--- src/rtl/gcs_pkg.sv ---
package gcs_pkg;
    localparam int DESC_W = 128;
    localparam int PTR_W  = 40;
    localparam int LEN_W  = 16;
    localparam int META_W = 16;

    typedef enum logic [1:0] {S_IDLE, S_BARRIER, S_ISSUE, S_CLOSE} state_t;

    typedef struct packed {
        logic [PTR_W-1:0]  ptr;
        logic              hash_en;
        logic              rd_swap;
        logic              wr_swap;
        logic              gather;
        logic              barrier;
        logic [LEN_W-1:0]  len;
        logic [META_W-1:0] meta;
    } desc_t;

    typedef struct packed {
        logic       last;
        logic [2:0] bytes;
    } tag_t;

    function automatic desc_t unpack_desc(input logic [DESC_W-1:0] d);
        desc_t r;
        r.ptr     = {d[39:32], d[31:0]};
        r.hash_en = d[40];
        r.rd_swap = d[41];
        r.wr_swap = d[42];
        r.gather  = d[43];
        r.barrier = d[45];
        r.len     = d[63:48];
        r.meta    = d[79:64];
        return r;
    endfunction

    function automatic logic [31:0] swap_bytes(input logic [31:0] w);
        return {w[7:0], w[15:8], w[23:16], w[31:24]};
    endfunction
endpackage

--- src/rtl/gcs_tag_fifo.sv ---
module gcs_tag_fifo #(
    parameter int DEPTH = 4,
    parameter int W     = 4,
    parameter int CNT_W = $clog2(DEPTH + 1)
) (
    input  logic             clk,
    input  logic             rst_n,
    input  logic             push,
    input  logic [W-1:0]     din,
    input  logic             pop,
    output logic [W-1:0]     dout,
    output logic [CNT_W-1:0] count,
    output logic             empty,
    output logic             full
);
    localparam int IDX_W = (DEPTH > 1) ? $clog2(DEPTH) : 1;

    logic [W-1:0]     mem [DEPTH];
    logic [IDX_W-1:0] wr_idx, rd_idx;
    logic             do_push, do_pop;

    assign empty   = (count == '0);
    assign full    = (count == CNT_W'(DEPTH));
    assign do_push = push && !full;
    assign do_pop  = pop && !empty;
    assign dout    = mem[rd_idx];

    always_ff @(posedge clk) begin
        if (do_push) mem[wr_idx] <= din;
    end

    always_ff @(posedge clk or negedge rst_n) begin
        if (!rst_n) begin
            wr_idx <= '0;
            rd_idx <= '0;
            count  <= '0;
        end else begin
            if (do_push) wr_idx <= (wr_idx == IDX_W'(DEPTH - 1)) ? '0 : wr_idx + 1'b1;
            if (do_pop)  rd_idx <= (rd_idx == IDX_W'(DEPTH - 1)) ? '0 : rd_idx + 1'b1;
            unique case ({do_push, do_pop})
                2'b10:   count <= count + 1'b1;
                2'b01:   count <= count - 1'b1;
                default: count <= count;
            endcase
        end
    end
endmodule

--- src/rtl/gcs_chunker.sv ---
module gcs_chunker #(
    parameter int LEN_W = 16
) (
    input  logic [1:0]       addr_lo,
    input  logic [LEN_W-1:0] remain,
    output logic [2:0]       chunk
);
    logic [2:0] room;

    always_comb begin
        room  = 3'd4 - {1'b0, addr_lo};
        chunk = (remain < LEN_W'(room)) ? remain[2:0] : room;
    end
endmodule

--- src/rtl/gather_copy_seq.sv ---
module gather_copy_seq
    import gcs_pkg::*;
#(
    parameter int ADDR_W  = 37,
    parameter int MAX_OUT = 4,
    parameter int USER_W  = PTR_W - 1 - ADDR_W
) (
    input  logic              clk,
    input  logic              rst_n,
    input  logic              desc_valid,
    output logic              desc_ready,
    input  logic [DESC_W-1:0] desc_data,
    output logic              rd_req_valid,
    input  logic              rd_req_ready,
    output logic [ADDR_W-1:0] rd_req_addr,
    output logic [2:0]        rd_req_bytes,
    output logic [USER_W-1:0] rd_req_user,
    output logic              rd_req_vc,
    input  logic              rd_rsp_valid,
    output logic              rd_rsp_ready,
    input  logic [31:0]       rd_rsp_data,
    output logic              wr_valid,
    input  logic              wr_ready,
    output logic [31:0]       wr_data,
    output logic [2:0]        wr_bytes,
    output logic              wr_last,
    output logic [META_W-1:0] wr_meta,
    output logic              wr_hash_en
);
    localparam int CNT_W = $clog2(MAX_OUT + 1);
    localparam int TAG_W = $bits(tag_t);

    state_t state, nxt;
    desc_t  dd;

    logic [ADDR_W-1:0] cur_addr;
    logic [USER_W-1:0] cur_user;
    logic              cur_vc;
    logic [LEN_W-1:0]  remain;
    logic              is_final, zero_close, grp_open;
    logic              g_rd_swap, g_wr_swap, g_hash;
    logic [META_W-1:0] g_meta;

    logic [2:0]        chunk;
    logic              req_fire, desc_fire, rsp_fire, empty_beat, last_chunk;
    tag_t              tag_in, tag_out;
    logic [CNT_W-1:0]  fifo_cnt;
    logic              fifo_empty, fifo_full;
    logic [31:0]       rsp_sw;

    // Reserved fields, ring id and loop count are sunk here on purpose.
    logic [DESC_W-1:0] unused_desc;
    assign unused_desc = desc_data;

    assign dd = unpack_desc(desc_data);

    gcs_chunker #(.LEN_W(LEN_W)) u_chunk (
        .addr_lo (cur_addr[1:0]),
        .remain  (remain),
        .chunk   (chunk)
    );

    assign tag_in = '{last: is_final && last_chunk, bytes: chunk};

    gcs_tag_fifo #(.DEPTH(MAX_OUT), .W(TAG_W), .CNT_W(CNT_W)) u_tags (
        .clk   (clk),
        .rst_n (rst_n),
        .push  (req_fire),
        .din   (tag_in),
        .pop   (rsp_fire),
        .dout  (tag_out),
        .count (fifo_cnt),
        .empty (fifo_empty),
        .full  (fifo_full)
    );

    assign last_chunk = (remain == LEN_W'(chunk));
    assign desc_fire  = desc_valid && desc_ready;
    assign req_fire   = rd_req_valid && rd_req_ready;
    assign rsp_fire   = rd_rsp_valid && rd_rsp_ready;

    // State register
    always_ff @(posedge clk or negedge rst_n) begin
        if (!rst_n) state <= S_IDLE;
        else        state <= nxt;
    end

    // Next state
    always_comb begin
        nxt = state;
        unique case (state)
            S_IDLE: if (desc_valid) begin
                if (dd.len == '0)    nxt = dd.gather ? S_IDLE : S_CLOSE;
                else if (dd.barrier) nxt = S_BARRIER;
                else                 nxt = S_ISSUE;
            end
            S_BARRIER: if (fifo_cnt == '0) nxt = S_ISSUE;
            S_ISSUE:   if (req_fire && last_chunk) nxt = is_final ? S_CLOSE : S_IDLE;
            S_CLOSE:   if (fifo_cnt == '0 && (!zero_close || wr_ready)) nxt = S_IDLE;
            default:   nxt = S_IDLE;
        endcase
    end

    // Outputs
    always_comb begin
        desc_ready   = (state == S_IDLE);
        rd_req_valid = (state == S_ISSUE) && !fifo_full;
        rd_req_addr  = cur_addr;
        rd_req_bytes = chunk;
        rd_req_user  = cur_user;
        rd_req_vc    = cur_vc;
        empty_beat   = (state == S_CLOSE) && zero_close && (fifo_cnt == '0);
        rd_rsp_ready = wr_ready && !fifo_empty;
        rsp_sw       = g_rd_swap ? swap_bytes(rd_rsp_data) : rd_rsp_data;
        wr_valid     = empty_beat || (rd_rsp_valid && !fifo_empty);
        wr_data      = empty_beat ? '0 : (g_wr_swap ? swap_bytes(rsp_sw) : rsp_sw);
        wr_bytes     = empty_beat ? 3'd0 : tag_out.bytes;
        wr_last      = empty_beat || (!fifo_empty && tag_out.last);
        wr_meta      = g_meta;
        wr_hash_en   = g_hash;
    end

    // Descriptor and group registers
    always_ff @(posedge clk or negedge rst_n) begin
        if (!rst_n) begin
            cur_addr   <= '0;
            cur_user   <= '0;
            cur_vc     <= 1'b0;
            remain     <= '0;
            is_final   <= 1'b0;
            zero_close <= 1'b0;
            grp_open   <= 1'b0;
            g_rd_swap  <= 1'b0;
            g_wr_swap  <= 1'b0;
            g_hash     <= 1'b0;
            g_meta     <= '0;
        end else if (desc_fire) begin
            cur_addr   <= dd.ptr[ADDR_W-1:0];
            cur_user   <= dd.ptr[PTR_W-2:ADDR_W];
            cur_vc     <= dd.ptr[PTR_W-1];
            remain     <= dd.len;
            is_final   <= !dd.gather;
            zero_close <= !dd.gather && (dd.len == '0);
            grp_open   <= dd.gather;
            if (!grp_open) begin
                g_rd_swap <= dd.rd_swap;
                g_wr_swap <= dd.wr_swap;
                g_hash    <= dd.hash_en;
                g_meta    <= dd.meta;
            end
        end else if (req_fire) begin
            cur_addr <= cur_addr + ADDR_W'(chunk);
            remain   <= remain - LEN_W'(chunk);
        end
    end
endmodule

--- config.mk ---
export PLATFORM = sky130hd
export DESIGN_NAME = gather_copy_seq
export DESIGN_NICKNAME = d
export VERILOG_FILES = /design/src/rtl/gcs_pkg.sv /design/src/rtl/gcs_tag_fifo.sv /design/src/rtl/gcs_chunker.sv /design/src/rtl/gather_copy_seq.sv
export SDC_FILE = /design/constraint.sdc
export NUM_CORES = 1
export LEC_CHECK = 0
export BUFFER_PORTS_ARGS = -buffer_cell sky130_fd_sc_hd__buf_4
export CAP_MARGIN = 20
export CORE_MARGIN = 4
export CORE_UTILIZATION = 30
export DETAILED_ROUTE_END_ITERATION = 16
export GPL_TIMING_DRIVEN = 0
export PLACE_DENSITY = 0.58
export SYNTH_ARGS = -nofsm -noshare
export SYNTH_HDL_FRONTEND = slang
export SYNTH_SLANG_ARGS = --single-unit
export TNS_END_PERCENT = 20
--- constraint.sdc ---
create_clock -name clk -period 6 [get_ports clk]
set_clock_uncertainty 0.1 [all_clocks]
set_input_delay 0.9 -clock clk [delete_from_list [all_inputs] [get_ports clk]]
set_output_delay 0.9 -clock clk [all_outputs]
set_load 0.005 [all_outputs]
### Word level (Yosys, flattened, before mapping)

Memories as Yosys holds them, arrays and structs flattened.
Index checks and enable logic that the tools add are counted.

| operators by class | value |
|---|---|
| bitwise operators | 1 |
| order comparisons | 1 |
| add/sub/neg operators | 7 |
| equal/unequal tests | 13 |
| mux-type cells | 23 |
| reduce and logical (&&, ||, !) cells | 29 |

Operators with widths:

| operator | number |
|---|---|
| 32-bit two-way mux | 3 |
| 37-bit two-way mux | 2 |
| 37-bit by 3-bit adder with 37-bit output | 1 |
| 16-bit two-way mux | 2 |
| 2-bit two-way mux | 10 |
| 16-bit by 3-bit equality test with 1-bit output | 1 |
| 16-bit zero test | 1 |
| 16-bit by 3-bit less-than comparator with 1-bit output | 1 |
| 16-bit by 3-bit subtractor with 16-bit output | 1 |
| 1-bit logical AND | 15 |
| 2-bit equality test, second input constant | 5 |
| 2-bit case mux with 4 select lines | 1 |
| 3-bit two-way mux | 2 |
| 2-bit != test, second input constant | 3 |
| 3-bit case mux with 2 select lines | 1 |
| 2-bit by 1-bit adder with 2-bit output, second input constant | 2 |
| 2-bit by 1-bit equality test with 1-bit output, second input constant | 2 |
| 1-bit zero test | 4 |
| 4-bit AND reduction | 1 |
| 2-bit nonzero test | 2 |
| 3-bit by 1-bit adder with 3-bit output, second input constant | 1 |
| 3-bit equality test, second input constant | 1 |
| 3-bit zero test | 1 |
| 1-bit logical OR | 3 |
| 7 further kinds | 8 |

| word-level totals | value |
|---|---|
| RAM bits | 16 |
| word-level logic and storage cells | 90 |
| flip-flop bits (word level) | 87 |
| memories | 1 |

Memories:

| name | depth | bits a word | read ports | clocked after memory_dff | write ports | line | text |
|---|---|---|---|---|---|---|---|
| u_tags.mem | 4 | 4 | 1 | 0 | 1 | gcs_tag_fifo.sv:18 | `logic [W-1:0] mem [DEPTH];` |

### Depth between registers and ports, before layout

| logic depth | value |
|---|---|
| depth after elaboration | 7 |
| depth in mapped cells | 17 |
| mapped depth without buffers | 16 |

### Modules after synthesis

Synthesis repeated with hierarchy kept, for this count alone.

| second synthesis, totals | value |
|---|---|
| cells, all modules | 657 |
| area total of the unflattened synthesis | 6062.1 µm² |

Modules (own cells, without submodules):

| module | instances | cells each | area an instance (µm²) |
|---|---|---|---|
| gather_copy_seq | 1 | 578 | 4865.9 |
| gcs_tag_fifo | 1 | 61 | 1058.5 |
| gcs_chunker | 1 | 18 | 137.6 |

### Worst setup path before layout

OpenSTA, ideal clock, no wires.

| timing | value |
|---|---|
| kind | reg2reg |
| start point | reg remain[11] |
| end point | reg cur_addr[17] (netlist: rd_req_addr[17]) |
| cell stages (with the launch flop) | 15 |
| arrival | 3.758 ns |
| path buffers | 2 |
| data required time | 5.774 ns |
| path slack | 2.016 ns |
| setup time | 0.126 ns |
| cell sequence | dfrtp_1 or4_4 or4_4 or2_0 buf_2 nor2_1 mux2_2 ha_1 nand2_1 nor3_1 o31ai_1 clkbuf_1 o21ai_0 a21oi_1 a221o_1 |

| on the way | value |
|---|---|
| longest elaborated chain between the ends | 5 |

Ends and longest elaborated chain:

| element | line | text |
|---|---|---|
| start: declaration | gather_copy_seq.sv:39 | `logic [LEN_W-1:0] remain;` |
| start signal: assignment | gather_copy_seq.sv:141 | `remain <= dd.len;` |
| start signal: assignment | gather_copy_seq.sv:153 | `remain <= remain - LEN_W'(chunk);` |
| 16-bit by 3-bit less-than comparator with 1-bit output | gcs_chunker.sv:12 | `chunk = (remain < LEN_W'(room)) ? remain[2:0] : room;` |
| 3-bit two-way mux | gcs_chunker.sv:12 |  |
| 37-bit by 3-bit adder with 37-bit output | gather_copy_seq.sv:152 | `cur_addr <= cur_addr + ADDR_W'(chunk);` |
| 37-bit two-way mux | gather_copy_seq.sv:151 | `end else if (req_fire) begin` |
| 37-bit two-way mux | gather_copy_seq.sv:137 | `end else if (desc_fire) begin` |
| end signal: assignment | gather_copy_seq.sv:138 | `cur_addr <= dd.ptr[ADDR_W-1:0];` |
| end signal: assignment | gather_copy_seq.sv:152 |  |
| end: declaration | gather_copy_seq.sv:36 | `logic [ADDR_W-1:0] cur_addr;` |

Every way passes these cells. The select of a mux whose other input is x is not followed.
A chain may end at the register's enable or synchronous reset.

==> impl_metrics.tcl <==
set metrics [dict create \
    drive_gt1_share_pct 29.1 \
    grt_pass1_vias 6073 \
    power.switching_w 0.00195 \
    detail_route.wl_per_cell_um 18.0 \
    tns_ns 0 \
    fp-row-count 52 \
    internal-power_w 0.00256 \
    crit_type "flip-flop to flip-flop" \
    finalWirelength_mm 21.7 \
    yosys.area_share.adder_pct 3.30 \
    kind_of_capture_point_of_the_worst_setup_path "flip-flop" \
    maxClockFrequency_mhz 206 \
    numPortBuffers 214 \
    worstHoldPathType "flip-flop to flip-flop" \
    status "completed" \
    clkSinkCount 103 \
    postSynth.topFlopCell "dfrtp_1" \
    muxShareOfSynthArea_pct 5.99 \
    final_net_count 1110 \
    cp.arrival_ns 5.00 \
    seqPwrFrac_pct 29.4 \
    synth_edf_count 16 \
    timing.critical_path.from_type "flip-flop" \
    setup_viol_count_final 0 \
    worst_setup_hold_path_clk_slew_ns 0.07 \
    critical_path_peak_fanout 10 \
    ys_seq_elements 103 \
    clock_buffers_created_by_tritoncts 9 \
    die_h_um 151 \
    period_minus_slack_ns 4.86 \
    finalHoldViolCount 0 \
    die_width_um 151 \
    gp_congestion 0.851 \
    synth_compound_gate_area_share_pct 17.0 \
    ctsRootBufferMaster "clkbuf_16" \
    share_of_yosys_cell_area_claimed_by_the_top_area_cell_type_pct 35.5 \
    antenna_cells 0 \
    layout_common_cells "buf_4 (217), nand2_1 (147), dfrtp_1 (87)" \
    async_reset_ff_share_pct 84.5 \
    boundaryPins 266 \
    pre_antenna_drt_iters 5 \
    detailroute.via_count 6195 \
    instances_no_fill 1205 \
    yosysTopAreaCell "dfrtp_1" \
    start_util_pct 30.4 \
    rsz0062_at_grt "false" \
    vias_per_cell 5.14 \
    max_slew_violation_total_from_the_final_report 0 \
    tightest_slew_ns 0.954 \
    grt_first_pass_wirelength_mm 33.2 \
    numPlacedInstances 1189 \
    final_common_cell "buf_4" \
    synth_simple_gate_area_share_pct 23.2 \
    synth.yosys.warnings 0 \
    remaining_drc_errors 0 \
    max_cap_viol_count 0 \
    fraction_of_the_yosys_area_taken_by_sequential_cells_pct 43.3 \
    synth.net_count 884 \
    pin_count_of_the_biggest_net_entering_global_routing 57 \
    yosys.area_share.xor_xnor_pct 3.00 \
    netlist_area_before_placement_um2 6140 \
    grt_overflow_total 0 \
    synth_cell_type_count 65 \
    synthesis.instances 704 \
    sw_frac_of_total_pct 43.2 \
    comb_power_share_pct 57.2 \
    finalCoreUtilization_pct 41.7 \
    max-clock-path-buffers 2 \
    number_of_antenna_violations_at_the_first_check_in_global_routing 0 \
    synth.area.top_cells "dfrtp_1 (35%), nand2_1 (9.0%), edfxtp_1 (7.8%)" \
    place.detailed.hpwl_mm 16.5 \
    die_area_um2 22800 \
    power_density_nw_per_um2 537 \
    p_clk_share_pct 13.4 \
    cts.htree.levels 3 \
    post-cts-setup-buffers 0 \
    core_area_um2 20200 \
    leakage_nw 3.76 \
    max-vdd-ir-drop_mv 0.180 \
    ctsResizeCount 0 \
    area_growth_pct 37.0 \
    clock_insertion_delay_worst_skew_ns 0.35 \
    cp_data_required_time_ns 6.14 \
    drt-initial-drc-count 372 \
    track_usage_pct 18.6 \
    synthesis.area_per_instance_um2 8.72 \
    layout_worst_path_cycle_share_pct 81.0 \
    cts_hold_buffers 0 \
    slew_headroom_pct 35.7 \
    dominant_combinational_cell_family_by_area_after_synthesis "simple AND/OR/NAND/NOR gates" \
    antenna_left 0 \
    tritoncts "done" \
]
==> routing by layer <==
layer | global-route usage [%] | share of wire, % | wire length, µm | vias to the layer above
li1 | - | - | - | 2976
met1 | 24.2 | 42 | 9020 | 2928
met2 | 31.4 | 48 | 10400 | 270
met3 | 4.61 | 9.1 | 1980 | 21
met4 | 4.13 | 1.4 | 306 | 0
met5 | 0 | 0 | 0 | -
==> worst paths after layout <==
check	depth (start not counted)	slack, ns	start	end
setup reg to reg	16	1.14	rd_req_addr[1]	rd_req_addr[17]
max in group asynchronous	2	4.75	rst_n	g_rd_swap
hold / removal	2	0.38	rd_req_vc	rd_req_vc
min in group asynchronous	1	0.39	rst_n	rd_req_addr[9]
setup / recovery	16	1.14	rd_req_addr[1]	rd_req_addr[17]
hold reg to reg	2	0.38	rd_req_vc	rd_req_vc
==> synth_stat cells, drive strengths merged, types with 4 or more instances <==
library cell and instances:
a21o 4, a21oi 56, a22oi 4, a31oi 12
and2 5, and3 14, buf 7, clkbuf 36
dfrtp 87, edfxtp 16, ha 13, inv 19
mux2 22, mux4 4, nand2 147, nand2b 8
nand3 31, nand4 12, nor2 33, nor2b 9
nor3 16, nor4 12, o211ai 10, o21ai 47
o311ai 12, or3 7, or4 5, xnor2 8
xor2 13
==> power by group through the flow <==
stage,logic [W],registers [W],clock network [W]
after floorplan,0.00144,0.00128,0
after global placement,0.00256,0.00133,0
after detailed placement,0.00259,0.00133,0
after CTS,0.00260,0.00132,0.000618
after global routing,0.00287,0.00138,0.000644
final,0.00258,0.00133,0.000603
==> cell type report <==
type / count / area (µm²)
fillers: 2120 / 11800
multi-input cells: 538 / 3230
flip-flops and latches: 103 / 2660
repair buffers: 215 / 1630
well taps: 270 / 338
clock buffers: 9 / 225
plain buffers: 43 / 183
inverters: 20 / 75.1
clock inverters: 7 / 72.6
==> logic make-up (layout without fill, tap and decap cells) <==
logic type               count (synthesis)  in the layout
AO/OA/AOI/OAI                          168            168
XOR/XNOR                                21             21
adder cells (fa/ha/maj)                 16             16
buffers and inverters                   63            294
flip-flops                             103            103
multiplexers                            29             29
AND/OR/NAND/NOR                        304            304
==> per-stage QoR <==
stage | hold WS (ns) | power, W | setup WS (ns) | cell area, µm²
floorplan | 0.346 | 0.00271 | 2.02 | 6140
global placement | 0.360 | 0.00389 | 1.19 | 8090
detailed placement | 0.364 | 0.00392 | 1.13 | 8110
CTS | 0.383 | 0.00454 | 1.08 | 8410
global route | 0.397 | 0.00490 | 0.638 | 8410
finish | 0.375 | 0.00451 | 1.14 | 8410
==> critical path: stages (launching register included) <==
cell	delay [ns]
dfrtp_1	0.49
inv_1	0.11
ha_1	0.34
nor2b_1	0.28
o21bai_1	0.15
a21oi_1	0.25
nand3_1	0.21
o21ai_0	0.80
ha_1	0.36
maj3_1	0.18
nand2_1	0.06
a31oi_1	0.39
o31ai_1	0.18
clkbuf_1	0.27
o21ai_0	0.22
a21oi_1	0.09
a221o_1	0.27
==> flip-flops by register name, summed over array words and instances (netlist names), 2 cells and up <==
name	cells
state	2
rd_req_user	2
u_tags.count	3
u_tags.mem	16
u_tags.rd_idx	2
remain	16
wr_meta	16
u_tags.wr_idx	2
rd_req_addr	37
Power figures use the tool's default switching activity.
